File: src/rtl/eip_pkg.sv
// Shared constants for the external interrupt pin controller.
// Assumes a 3-bit register address and 4-bit sense code space.
package eip_pkg;
    localparam int ADDR_W = 3;
    localparam int CODE_W = 4;

    typedef enum logic [ADDR_W-1:0] {
        A_SENSE = 3'd0,
        A_PRIO  = 3'd1,
        A_SRC   = 3'd2,
        A_MSET  = 3'd3,
        A_MCLR  = 3'd4,
        A_CTRL  = 3'd5
    } reg_addr_e;

    typedef enum logic [CODE_W-1:0] {
        SNS_FALL = 4'd0,
        SNS_RISE = 4'd1,
        SNS_LOW  = 4'd2,
        SNS_HIGH = 4'd3,
        SNS_BOTH = 4'd4
    } sense_e;
endpackage

File: src/rtl/eip_pin_detect.sv
// One pin: two-flop synchronizer, a history flop, and the event decode.
// Assumes the sense code is stable software state. Unknown codes give no event.
module eip_pin_detect
    import eip_pkg::*;
(
    input  logic              clk,
    input  logic              rst_n,
    input  logic              pin_async,
    input  logic [CODE_W-1:0] code,
    output logic              evt
);
    logic [1:0] sync_q;
    logic       hist_q;
    logic       cur;

    // Synchronize the pin and keep the previous synchronized value.
    always_ff @(posedge clk) begin
        if (!rst_n) begin
            sync_q <= '0;
            hist_q <= 1'b0;
        end else begin
            sync_q <= {sync_q[0], pin_async};
            hist_q <= sync_q[1];
        end
    end

    assign cur = sync_q[1];

    // Decode an event from the sense code and the synchronized history.
    always_comb begin
        case (code)
            SNS_FALL: evt = hist_q & ~cur;
            SNS_RISE: evt = ~hist_q & cur;
            SNS_LOW:  evt = ~cur;
            SNS_HIGH: evt = cur;
            SNS_BOTH: evt = hist_q ^ cur;
            default:  evt = 1'b0;
        endcase
    end


    rise_no_repeat_chk: assert property (@(posedge clk) disable iff (!rst_n)
        (evt && code == SNS_RISE) |=> (code != SNS_RISE) || !evt);
endmodule

File: src/rtl/eip_irq_gate.sv
// One pin's output gate: pending, not masked, and a nonzero priority field.
// Assumes all inputs come from registers, so the output is glitch-safe per cycle.
module eip_irq_gate #(
    parameter int PRIO_W = 4
) (
    input  logic              pend,
    input  logic              masked,
    input  logic [PRIO_W-1:0] prio,
    output logic              irq
);
    // Combine the three qualifiers.
    always_comb irq = pend & ~masked & (|prio);
endmodule

File: src/rtl/eip_regfile.sv
// Register file: sense, priority and control words, the mask bits and the pending flags.
// Assumes one bus access per cycle. Pin n maps to bit SRC_W-1-n of the source and mask registers.
module eip_regfile
    import eip_pkg::*;
#(
    parameter int NUM_PINS = 8,
    parameter int REG_W    = 32,
    parameter int SRC_W    = 8
) (
    input  logic              clk,
    input  logic              rst_n,
    input  logic              bus_wr,
    input  logic              bus_rd,
    input  logic [ADDR_W-1:0] bus_addr,
    input  logic [REG_W-1:0]  bus_wdata,
    output logic [REG_W-1:0]  bus_rdata,
    input  logic [NUM_PINS-1:0] pin_evt,
    output logic [REG_W-1:0]  sense_word,
    output logic [REG_W-1:0]  prio_word,
    output logic [REG_W-1:0]  ctrl_word,
    output logic [NUM_PINS-1:0] pend,
    output logic [NUM_PINS-1:0] mask
);
    logic [REG_W-1:0] sense_q, prio_q, ctrl_q, rdata_q, src_view;
    logic [NUM_PINS-1:0] pend_q, mask_q;
    logic wr_src, wr_mset, wr_mclr;

    assign wr_src  = bus_wr && (bus_addr == A_SRC);
    assign wr_mset = bus_wr && (bus_addr == A_MSET);
    assign wr_mclr = bus_wr && (bus_addr == A_MCLR);

    // Full-word software registers.
    always_ff @(posedge clk) begin
        if (!rst_n) begin
            sense_q <= '0;
            prio_q  <= '0;
            ctrl_q  <= '0;
        end else if (bus_wr) begin
            if (bus_addr == A_SENSE) sense_q <= bus_wdata;
            if (bus_addr == A_PRIO)  prio_q  <= bus_wdata;
            if (bus_addr == A_CTRL)  ctrl_q  <= bus_wdata;
        end
    end

    for (genvar n = 0; n < NUM_PINS; n++) begin : g_pin
        localparam int BIT = SRC_W - 1 - n;

        // Mask bit: write-one-to-set at one address, write-one-to-clear at another.
        always_ff @(posedge clk) begin
            if (!rst_n)
                mask_q[n] <= 1'b1;
            else if (wr_mset && bus_wdata[BIT])
                mask_q[n] <= 1'b1;
            else if (wr_mclr && bus_wdata[BIT])
                mask_q[n] <= 1'b0;
        end

        // Pending flag: a zero written clears it, and a new event wins over the clear.
        always_ff @(posedge clk) begin
            if (!rst_n)
                pend_q[n] <= 1'b0;
            else
                pend_q[n] <= (pend_q[n] & ~(wr_src & ~bus_wdata[BIT])) | pin_evt[n];
        end


        pend_fall_needs_clear_chk: assert property (@(posedge clk) disable iff (!rst_n)
            $fell(pend_q[n]) |-> $past(wr_src && !bus_wdata[BIT]));

        pend_rise_needs_event_chk: assert property (@(posedge clk) disable iff (!rst_n)
            $rose(pend_q[n]) |-> $past(pin_evt[n]));

        mask_rise_needs_set_chk: assert property (@(posedge clk) disable iff (!rst_n)
            $rose(mask_q[n]) |-> $past(wr_mset && bus_wdata[BIT]));

        mask_fall_needs_clr_chk: assert property (@(posedge clk) disable iff (!rst_n)
            $fell(mask_q[n]) |-> $past(wr_mclr && bus_wdata[BIT]));
    end

    // Pending flags as software sees them, reversed numbering, zero-extended.
    always_comb begin
        src_view = '0;
        for (int n = 0; n < NUM_PINS; n++)
            src_view[SRC_W-1-n] = pend_q[n];
    end

    // Registered read mux.
    always_ff @(posedge clk) begin
        if (!rst_n)
            rdata_q <= '0;
        else if (bus_rd) begin
            case (bus_addr)
                A_SENSE: rdata_q <= sense_q;
                A_PRIO:  rdata_q <= prio_q;
                A_SRC:   rdata_q <= src_view;
                A_CTRL:  rdata_q <= ctrl_q;
                default: rdata_q <= '0;
            endcase
        end
    end


    src_read_matches_chk: assert property (@(posedge clk) disable iff (!rst_n)
        $past(bus_rd && bus_addr == A_SRC) |-> (bus_rdata == $past(src_view)));

    assign bus_rdata  = rdata_q;
    assign sense_word = sense_q;
    assign prio_word  = prio_q;
    assign ctrl_word  = ctrl_q;
    assign pend       = pend_q;
    assign mask       = mask_q;
endmodule

File: src/rtl/ext_irq_pin_ctrl.sv
// Top level: per-pin detectors and gates around the register file.
// Assumes NUM_PINS*SENSE_W and NUM_PINS*4 fit in REG_W, and SENSE_W is 2 or 4.
module ext_irq_pin_ctrl
    import eip_pkg::*;
#(
    parameter int NUM_PINS = 8,
    parameter int SENSE_W  = 4,
    parameter int MODE_BIT = 23
) (
    input  logic                clk,
    input  logic                rst_n,
    input  logic                bus_wr,
    input  logic                bus_rd,
    input  logic [2:0]          bus_addr,
    input  logic [31:0]         bus_wdata,
    output logic [31:0]         bus_rdata,
    input  logic [NUM_PINS-1:0] pin_in,
    output logic [NUM_PINS-1:0] irq_out,
    output logic                irq_any,
    output logic                indiv_mode
);
    localparam int REG_W  = 32;
    localparam int SRC_W  = 8;
    localparam int PRIO_W = 4;

    logic [REG_W-1:0]    sense_word, prio_word, ctrl_word;
    logic [NUM_PINS-1:0] pend, mask, pin_evt, irq_vec;

    eip_regfile #(.NUM_PINS(NUM_PINS), .REG_W(REG_W), .SRC_W(SRC_W)) u_regs (
        .clk(clk), .rst_n(rst_n),
        .bus_wr(bus_wr), .bus_rd(bus_rd), .bus_addr(bus_addr),
        .bus_wdata(bus_wdata), .bus_rdata(bus_rdata),
        .pin_evt(pin_evt),
        .sense_word(sense_word), .prio_word(prio_word), .ctrl_word(ctrl_word),
        .pend(pend), .mask(mask)
    );

    for (genvar n = 0; n < NUM_PINS; n++) begin : g_pin
        localparam int SNS_LSB = REG_W - (n + 1) * SENSE_W;
        localparam int PRI_LSB = REG_W - (n + 1) * PRIO_W;
        logic [CODE_W-1:0] code;

        // Zero-extend this pin's sense field to a full code.
        always_comb begin
            code = '0;
            code[SENSE_W-1:0] = sense_word[SNS_LSB +: SENSE_W];
        end

        eip_pin_detect u_det (
            .clk(clk), .rst_n(rst_n), .pin_async(pin_in[n]),
            .code(code), .evt(pin_evt[n])
        );

        eip_irq_gate #(.PRIO_W(PRIO_W)) u_gate (
            .pend(pend[n]), .masked(mask[n]),
            .prio(prio_word[PRI_LSB +: PRIO_W]), .irq(irq_vec[n])
        );


        masked_pin_quiet_chk: assert property (@(posedge clk) disable iff (!rst_n)
            $past(bus_wr && bus_addr == A_MSET && bus_wdata[SRC_W-1-n]) |-> !irq_out[n]);
    end

    assign irq_out    = irq_vec;
    assign irq_any    = |irq_vec;
    assign indiv_mode = ctrl_word[MODE_BIT];


    reset_quiet_chk: assert property (@(posedge clk)
        $past(!rst_n) |-> (irq_any == 1'b0));
endmodule

File: config.mk
export PLATFORM = sky130hd
export DESIGN_NAME = ext_irq_pin_ctrl
export DESIGN_NICKNAME = d
export VERILOG_FILES = /design/src/rtl/eip_pkg.sv /design/src/rtl/eip_pin_detect.sv /design/src/rtl/eip_irq_gate.sv /design/src/rtl/eip_regfile.sv /design/src/rtl/ext_irq_pin_ctrl.sv
export SDC_FILE = /design/constraint.sdc
export NUM_CORES = 1
export LEC_CHECK = 0
export ABC_AREA = 1
export BUFFER_PORTS_ARGS = -buffer_cell sky130_fd_sc_hd__buf_2
export CAP_MARGIN = 10
export CORE_UTILIZATION = 48
export DETAILED_ROUTE_END_ITERATION = 8
export GPL_TIMING_DRIVEN = 0
export MAX_ROUTING_LAYER = met4
export PLACE_DENSITY = 0.73
export SYNTH_ARGS = -nofsm -noshare
export SYNTH_HDL_FRONTEND = slang
export SYNTH_HIERARCHICAL = 1
export SYNTH_SLANG_ARGS = --single-unit
File: constraint.sdc
create_clock -name clk -period 1.5 [get_ports clk]
set_input_delay 0 -clock clk [delete_from_list [all_inputs] [get_ports clk]]
set_output_delay 0 -clock clk [all_outputs]
set_load 0.02 [all_outputs]
Word-level counts from Yosys, hierarchy flattened
Index checks and enable logic that the tools add are counted.
{ "classes": {"eq_ne": 37, "muxes": 9, "bitwise_logic": 105, "n_reduce_logical": 48} }
{ "op_table": {"columns": ["cell", "count"], "rows": [
  ["32-bit one-hot mux with 4 select lines", 1],
  ["4-bit by 2-bit == test with 1-bit output, second input constant", 16],
  ["1-bit AND", 48],
  ["1-bit inverter", 41],
  ["1-bit one-hot mux with 5 select lines", 8],
  ["4-bit by 1-bit == test with 1-bit output, second input constant", 8],
  ["4-bit by 3-bit == test with 1-bit output, second input constant", 8],
  ["4-bit zero test", 8],
  ["4-bit OR reduction", 8],
  ["1-bit logical AND", 19],
  ["2-bit OR reduction", 8],
  ["1-bit OR", 8],
  ["8-bit OR reduction", 1],
  ["1-bit XOR", 8],
  ["3-bit by 2-bit == test with 1-bit output, second input constant", 2],
  ["3-bit == test, second input constant", 2],
  ["2-bit AND reduction", 3],
  ["3-bit by 1-bit == test with 1-bit output, second input constant", 1],
  ["3-bit zero test", 1]
]} }
{ "word_totals": {"ff_bits": 168, "in_bits": 47} }

Logic depth before layout (Yosys ltp)
Gate-level depths: netlist (run 1).
{ "logic_depth": {"word_depth": 6, "depth_mapped": 9} }

Hierarchy
The synthesis (run 1) kept the hierarchy.
{ "modules_own_cells": {"columns": ["mod", "n_inst", "cells_each", "area_each_um2", "seq_area_each_um2"], "rows": [
  ["eip_regfile", 1, 784, 5809.3, 2882.8],
  ["eip_pin_detect", 8, 33, 209.0, 60.1],
  ["eip_irq_gate", 8, 5, 20.0, 0.0],
  ["ext_irq_pin_ctrl", 1, 15, 56.3, 0.0]
]} }

Least setup slack after synthesis (run 1)
Ideal clock, no wire load.
{ "synth_timing": {"kind": "register -> register", "start": "register g_pin[0].u_det.sync_q[1]", "end": "register u_regs.pend_q[0], in the netlist u_regs/pend[0]", "setup_time_ns": 0.132, "arrival_time_ns": 1.041, "t_required_ns": 1.368, "path_slack_ns": 0.327, "stages_incl_launch_ff": 10, "n_path_buf": 0, "period_less_slack_ns": 1.173, "cell_sequence": "dfxtp_1 inv_1 ha_1 inv_1 nand3_1 nand2_1 nor2_1 nand2_1 inv_1 a21oi_1"} }
{ "synth_between": {"elab_chain_len": 4, "word_cells_on_any_way": 6, "cone_classes": "1 x mux; 5 x bitwise"} }
{ "synth_lines": {"columns": ["item", "line", "rtl"], "rows": [
  ["start: declaration", "eip_pin_detect.sv:12", "logic [1:0] sync_q;"],
  ["start signal: assignment", "eip_pin_detect.sv:22", "sync_q <= {sync_q[0], pin_async};"],
  ["1-bit inverter", "eip_pin_detect.sv:32, eip_pin_detect.sv:34", null],
  ["1-bit AND", "eip_pin_detect.sv:32", "SNS_FALL: evt = hist_q & ~cur;"],
  ["1-bit one-hot mux with 5 select lines *", "eip_pin_detect.sv:31", "case (code)"],
  ["named net pin_evt[0]", "ext_irq_pin_ctrl.sv:27", "logic [NUM_PINS-1:0] pend, mask, pin_evt, irq_vec;"],
  ["1-bit OR *", "eip_regfile.sv:63", "pend_q[n] <= (pend_q[n] & ~(wr_src & ~bus_wdata[BIT])) | pin_evt[n];"],
  ["end signal: indexed assignment", "eip_regfile.sv:63", null],
  ["end: declaration", "eip_regfile.sv:25", "logic [NUM_PINS-1:0] pend_q, mask_q;"]
]} }
Mark *: on every way through the listed nets, which the timed path passes. The rest lies on a longest branch.
A chain may end at the register's enable or synchronous reset.

Worst setup path after layout (run 1)
{ "layout_timing": {"start": "register u_regs.prio_q[30], in the netlist u_regs/prio_word[30]", "end": "output irq_any"} }
{ "layout_between": {"elab_chain_len": 3} }
{ "layout_lines": {"columns": ["item", "line", "rtl"], "rows": [
  ["start: declaration", "eip_regfile.sv:24", "logic [REG_W-1:0] sense_q, prio_q, ctrl_q, rdata_q, src_view;"],
  ["start signal: assignment", "eip_regfile.sv:40", "if (bus_addr == A_PRIO) prio_q <= bus_wdata;"],
  ["4-bit OR reduction", "eip_irq_gate.sv:12", "always_comb irq = pend & ~masked & (|prio);"],
  ["1-bit AND", "eip_irq_gate.sv:12", null],
  ["8-bit OR reduction", "ext_irq_pin_ctrl.sv:65", "assign irq_any = |irq_vec;"],
  ["end: declaration", "ext_irq_pin_ctrl.sv:19", "output logic irq_any,"]
]} }
Every way passes these cells.

==> results of run 1 <==
-- timing repair --
item                                    CTS  global route
endpoints found under the setup margin    1            18
resized for setup                         8            20
setup buffers                             1             3
hold buffers                             42             0
hold endpoints to repair                121             0
pin swaps                                 0             1
-- power by group --
part / internal [uW] / switching [uW] / leakage [uW] / total, uW
Sequential: 4590 / 102 / 0.00137 / 4690
Combinational: 310 / 560 / 0.00258 / 870
Clock: 3010 / 1860 / 0.000313 / 4880
Total: 7910 / 2530 / 0.00426 / 10400
-- metal layers --
| metal | vias to the layer above | track usage, % | share of wire, % | wire [um] |
|---|---|---|---|---|
| li1 | 3854 | - | - | - |
| met1 | 3565 | 37.08 | 44 | 10060 |
| met2 | 302 | 48.55 | 48 | 10970 |
| met3 | 27 | 5.114 | 7.3 | 1686 |
| met4 | 0 | 9.896 | 1.4 | 318 |
| met5 | - | - | 0 | 0 |
-- cell families after synthesis --
| family | count (synthesis) |
|---|---|
| fa+ha+maj | 16 |
| flops | 168 |
| compound gates | 192 |
| simple gates | 548 |
| buf+inv | 179 |
-- sequential cells by signal (all words and copies together) (netlist names) --
signal              flops
u_regs/pend             8
u_regs/ctrl_word       32
g_pin.u_det/hist_q      8
u_regs/sense_word      32
u_regs/prio_word       32
u_regs/bus_rdata       32
u_regs/mask             8
g_pin.u_det/sync_q     16
-- area by class of cell --
| type | instances | area, sq um |
|---|---|---|
| fillers | 1419 | 5863 |
| multi-input cells | 756 | 3623 |
| flip-flops and latches | 168 | 3379 |
| repair buffers | 133 | 885.9 |
| inverters | 120 | 450.4 |
| clock buffers | 18 | 439.2 |
| plain buffers | 58 | 300.3 |
| well taps | 211 | 264.0 |
| clock inverters | 14 | 221.5 |
-- final timing paths --
check / from / to / cells after the start
max reg2reg: g_pin[2].u_det/sync_q[1] / u_regs/pend[2] / 9
min reg2reg: g_pin[5].u_det/sync_q[0] / g_pin[5].u_det/sync_q[1] / 2
min: bus_addr[2] / u_regs/bus_rdata[20] / 6
max: u_regs/prio_word[30] / irq_any / 7
-- placed cells by master (no fill, tap or decap), drive strengths merged, types with 17 or more instances in the layout --
master,Yosys,layout
nand3,132,132
a21oi,96,96
clkbuf,25,44
nor2,166,166
nand2,232,232
buf,34,123
dlygate4sd3,0,42
inv,112,114
o21ai,88,88
dfxtp,168,168
nand4,17,17
-- metrics by stage --
| stage | instances | power, uW | hold WS (ns) |
|---|---|---|---|
| after floorplan | 1103 | 5231 | 0.09345 |
| after detailed placement | 1401 | 5545 | 0.1799 |
| after CTS | 1476 | 10470 | 0.05099 |
| after global placement | 1401 | 5530 | 0.1761 |
| after global routing | 1478 | 10780 | 0.1499 |
| final | 1478 | 10440 | 0.1189 |
-- critical path: cells and delay by family, from the launching register on --
family          cells  cell delay [ns]
compound gates      1             0.23
buf+inv             2             0.23
simple gates        4             0.24
flops               1             0.35
==> flow_summary.json, run 1 <==
{
  "status": "finished clean",
  "synth_cells": 1103,
  "crit_fanout": 3,
  "synth_most_common_cell": "nand2_1",
  "std_cell_rows": 45,
  "timing.final.max_slew_violations": 0,
  "dieArea_sq_mm": 0.01655,
  "htree_levels": 4,
  "fin_ws_ns": 0.01619,
  "cp-end-kind": "output port",
  "wl_per_cell_um": 15.58,
  "tightest_slew_ns": 0.7524,
  "synth_top_family_by_area": "simple AND/OR/NAND/NOR gates",
  "io_buffers": 87,
  "slowest_delay_ns": 0.35,
  "clkTransAtPathRegs_ns": 0.07,
  "grt_use_total_pct": 29.69,
  "dp_slack_ns": -0.3187,
  "synth-edff-count": 0,
  "drive_gt1_share_pct": 16.81,
  "synth_flop_cell": "dfxtp_1",
  "initial_core_util_pct": 49.89,
  "cts_sinks": 168,
  "muxShareOfSynthArea_pct": 0,
  "synth_nets": 1166,
  "max_freq_ghz": 0.6739,
  "synth_seq_area_share_pct": 43.69,
  "finalSetupTns_ns": 0,
  "yosys.area.top_type": "dfxtp_1",
  "p_leak_uw": 0.004263,
  "synth_top_area_share_pct": 43.69,
  "ys_warn_count": 6,
  "cap_violations": 0,
  "dr.first_iter.drc_count": 760,
  "cts_buffer_depth": 2,
  "core_area_sq_mm": 0.01543,
  "grt_max_degree": 26,
  "setup_viol": 0,
  "period_share_pct": 98.92,
  "gp_congestion": 0.9567,
  "postLayoutCoreUtil_pct": 62.00,
  "final_area_sq_mm": 0.009564,
  "dr.pass1.iters": 5,
  "synth_adder_area_share_pct": 2.601,
  "gr-total-overflow": 0,
  "cp.arrival_ns": 1.48,
  "vias": 7748,
  "synthXorXnorAreaFrac_pct": 0,
  "grt_pass1_wl_um": 35950,
  "ir_worst_vdd_v": 0.0008197,
  "power.density_mw_per_mm2": 1092,
  "area_growth_pct": 24.25,
  "postRouteAntennaNets": 0,
  "synth_commonest_cells": "nand2_1, dfxtp_1, nor2_1, nand3_1, inv_1",
  "cp_data_required_time_ns": 1.50,
  "ios": 89,
  "post_dp_cell_area_sq_mm": 0.008397,
  "reg2reg_slack_ns": 0.13,
  "yosys-top-cells-area": "dfxtp_1, nand2_1, nand3_1, nor2_1, a21oi_1",
  "via_per_inst": 5.242,
  "syn_avg_cell_area_sq_um": 6.979,
  "netlist_area_sq_mm": 0.007697,
  "hpwl_um": 16170,
  "hold_viol": 0,
  "cp-start-kind": "flop",
  "rsz0062_at_grt": "yes",
  "clock-skew-final_ns": 0.008557,
  "die_y_um": 128.6,
  "cts_tree": "built",
  "diodes": 0,
  "relSlewSlack_pct": 49.84,
  "drc_errors": 0,
  "synthDistinctLibCells": 24,
  "post-route-min-period_ns": 1.484,
  "synth_compound_area_share_pct": 12.74,
  "root_buffer": "clkbuf_16",
  "cts_buffers": 17,
  "drt_wl_total_um": 23030,
  "worst_path_max_delay_cell": "dfxtp_1",
  "yosys.area_share.simple_pct": 31.24,
  "grt_pass1_vias": 6919,
  "ys_seq_elements": 168,
  "nNetsFinal": 1317,
  "crit_chain": "nor2_1 -> a21oi_2 -> inv_1 -> nand2_1 -> nor2_1 -> nand2_1 -> buf_2",
  "postSynth.asyncResetShare_pct": 0,
  "fp.dieW_um": 128.6,
  "clock_latency_ns": 0.44,
  "antenna_found_initial": 0,
  "path_class": "flop to output port",
  "hold_class": "input port to flop"
}
Power figures use the tool's default switching activity.
==> run 2, diff against run 1 <==
Settings changed: CTS_BUF_LIST set to sky130_fd_sc_hd__clkbuf_8.
==> run 2 against run 1 <==
Effect of this change: via count is 1.1% lower; combinational power up 0.8%; total power decreased by 11%; non-clock buffer count rose by 2; cell count grew 0.14%; the flow now finishes with violations (setup timing); sequential cell count unchanged; highest routed layer unchanged; critical path depth unchanged.
==> flow_summary.json, run 2 (same netlist as run 1, synthesis figures left out) <==
{
  "status": "complete, but fails checks",
  "violations": "setup timing",
  "gp_congestion": 0.9567,
  "drive_gt1_share_pct": 18.44,
  "diodes": 0,
  "intPower_uw": 6944,
  "htree_levels": 4,
  "clock_latency_ns": 0.48,
  "power.density_mw_per_mm2": 989.5,
  "cts_tree": "built",
  "dr.first_iter.drc_count": 764,
  "p_sw_uw": 2396,
  "p_leak_uw": 0.004199,
  "wl_per_cell_um": 15.58,
  "postLayoutCoreUtil_pct": 61.18,
  "ios": 89,
  "fp.dieW_um": 128.6,
  "timing.final.max_slew_violations": 0,
  "rsz0062_at_grt": "yes",
  "period_share_pct": 100.0,
  "clkTransAtPathRegs_ns": 0.09,
  "cap_violations": 0,
  "post_dp_cell_area_sq_mm": 0.008397,
  "io_buffers": 87,
  "vias": 7664,
  "max_freq_ghz": 0.6666,
  "root_buffer": "clkbuf_8",
  "hold_viol": 0,
  "power_frac_clock_pct": 40.3,
  "switching_share_pct": 25.65,
  "antenna_found_initial": 0,
  "clock-skew-final_ns": 0.01637,
  "combPwrFrac_pct": 9.4,
  "relSlewSlack_pct": 56.61,
  "cp_data_required_time_ns": 1.50,
  "cts_sinks": 168,
  "area_growth_pct": 22.63,
  "die_y_um": 128.6,
  "grt_use_total_pct": 29.68,
  "grt_pass1_wl_um": 35780,
  "gr-total-overflow": 0,
  "hpwl_um": 16170,
  "final_cell_mix": "nand2_1, nor2_1, dfxtp_1",
  "nNetsFinal": 1319,
  "cp-start-kind": "flop",
  "hold_class": "input port to flop",
  "seq_power_share_pct": 50.3,
  "cp.arrival_ns": 1.50,
  "fill_cells": 1445,
  "grt_pass1_vias": 6944,
  "core_area_sq_mm": 0.01543,
  "drt_wl_total_um": 23060,
  "tightest_slew_ns": 0.6509,
  "cts_buffer_depth": 2,
  "std_cell_rows": 45,
  "dp_slack_ns": -0.3187,
  "crit_fanout": 3,
  "via_per_inst": 5.178,
  "drc_errors": 0,
  "postRouteAntennaNets": 0,
  "layout_commonest_cell": "nand2_1",
  "cts_buffers": 17,
  "initial_core_util_pct": 49.89,
  "cp-end-kind": "output port",
  "path_class": "flop to output port",
  "dr.pass1.iters": 5,
  "fin_ws_ns": -0.0002207,
  "dieArea_sq_mm": 0.01655,
  "ir_worst_vdd_v": 0.0009424,
  "final_area_sq_mm": 0.009439,
  "grt_max_degree": 26,
  "post-route-min-period_ns": 1.500,
  "setup_viol": 1
}
run 2: power groups by stage:
stage | Combinational [uW] | Clock [uW] | Sequential [uW]
final | 877 | 3770 | 4700
after global routing | 962 | 4010 | 4720
after CTS | 856 | 3800 | 4690
after detailed placement | 757 | 0 | 4790
after global placement | 746 | 0 | 4780
after floorplan | 459 | 0 | 4770
run 2: cell type report:
class	instances	area (sq um)	share of cell area, %
multi-input combinational	756	3659	38.76
sequential	168	3395	35.96
timing repair buffer	134	904.6	9.584
inverter	120	450.4	4.772
buffer	59	297.8	3.155
tap	211	264.0	2.797
clock buffer	18	247.7	2.625
clock inverter	14	221.5	2.346
run 2: final timing paths:
check,from,end,slack [ns],cells past startpoint
min,rst_n,g_pin[2].u_det/sync_q[1],0.01,3
max reg2reg,g_pin[3].u_det/sync_q[1],u_regs/pend[3],0.14,9
max,u_regs/prio_word[0],irq_any,-0.0002,7
min reg2reg,g_pin[5].u_det/sync_q[0],g_pin[5].u_det/sync_q[1],0.41,2
run 2: layer usage:
layer / wire length, um / vias to the layer above / GRT usage (%)
met2: 10800 / 295 / 47.82
met1: 10100 / 3476 / 36.84
li1: - / 3848 / -
met5: 0 / - / -
met3: 1617 / 45 / 5.613
met4: 546 / 0 / 11.21
run 2: repair_timing:
action,in CTS,in global routing
pin swaps,4,6
setup endpoints to repair,1,4
gates resized for setup,19,32
endpoints found under the hold margin,123,0
hold buffers,44,0
setup buffers,2,1
run 2: per-stage QoR:
stage | total power (uW) | std cells | hold WS [ns] | setup TNS, ns
after floorplan | 5231 | 1103 | 0.09345 | 0
after global placement | 5530 | 1401 | 0.1761 | -29.98
after detailed placement | 5545 | 1401 | 0.1799 | -31.00
after CTS | 9341 | 1479 | 0.01739 | 0
after global routing | 9687 | 1480 | 0.03632 | -0.06755
final | 9340 | 1480 | 0.01497 | -0.0002207
run 2: worst max-delay path: stages (launching register included):
cell and delay (ns):
dfxtp_2 0.34, nor2_2 0.12, a21oi_2 0.07, inv_1 0.07, nand2_2 0.10, nor2_1 0.11, nand2_1 0.08, buf_6 0.14
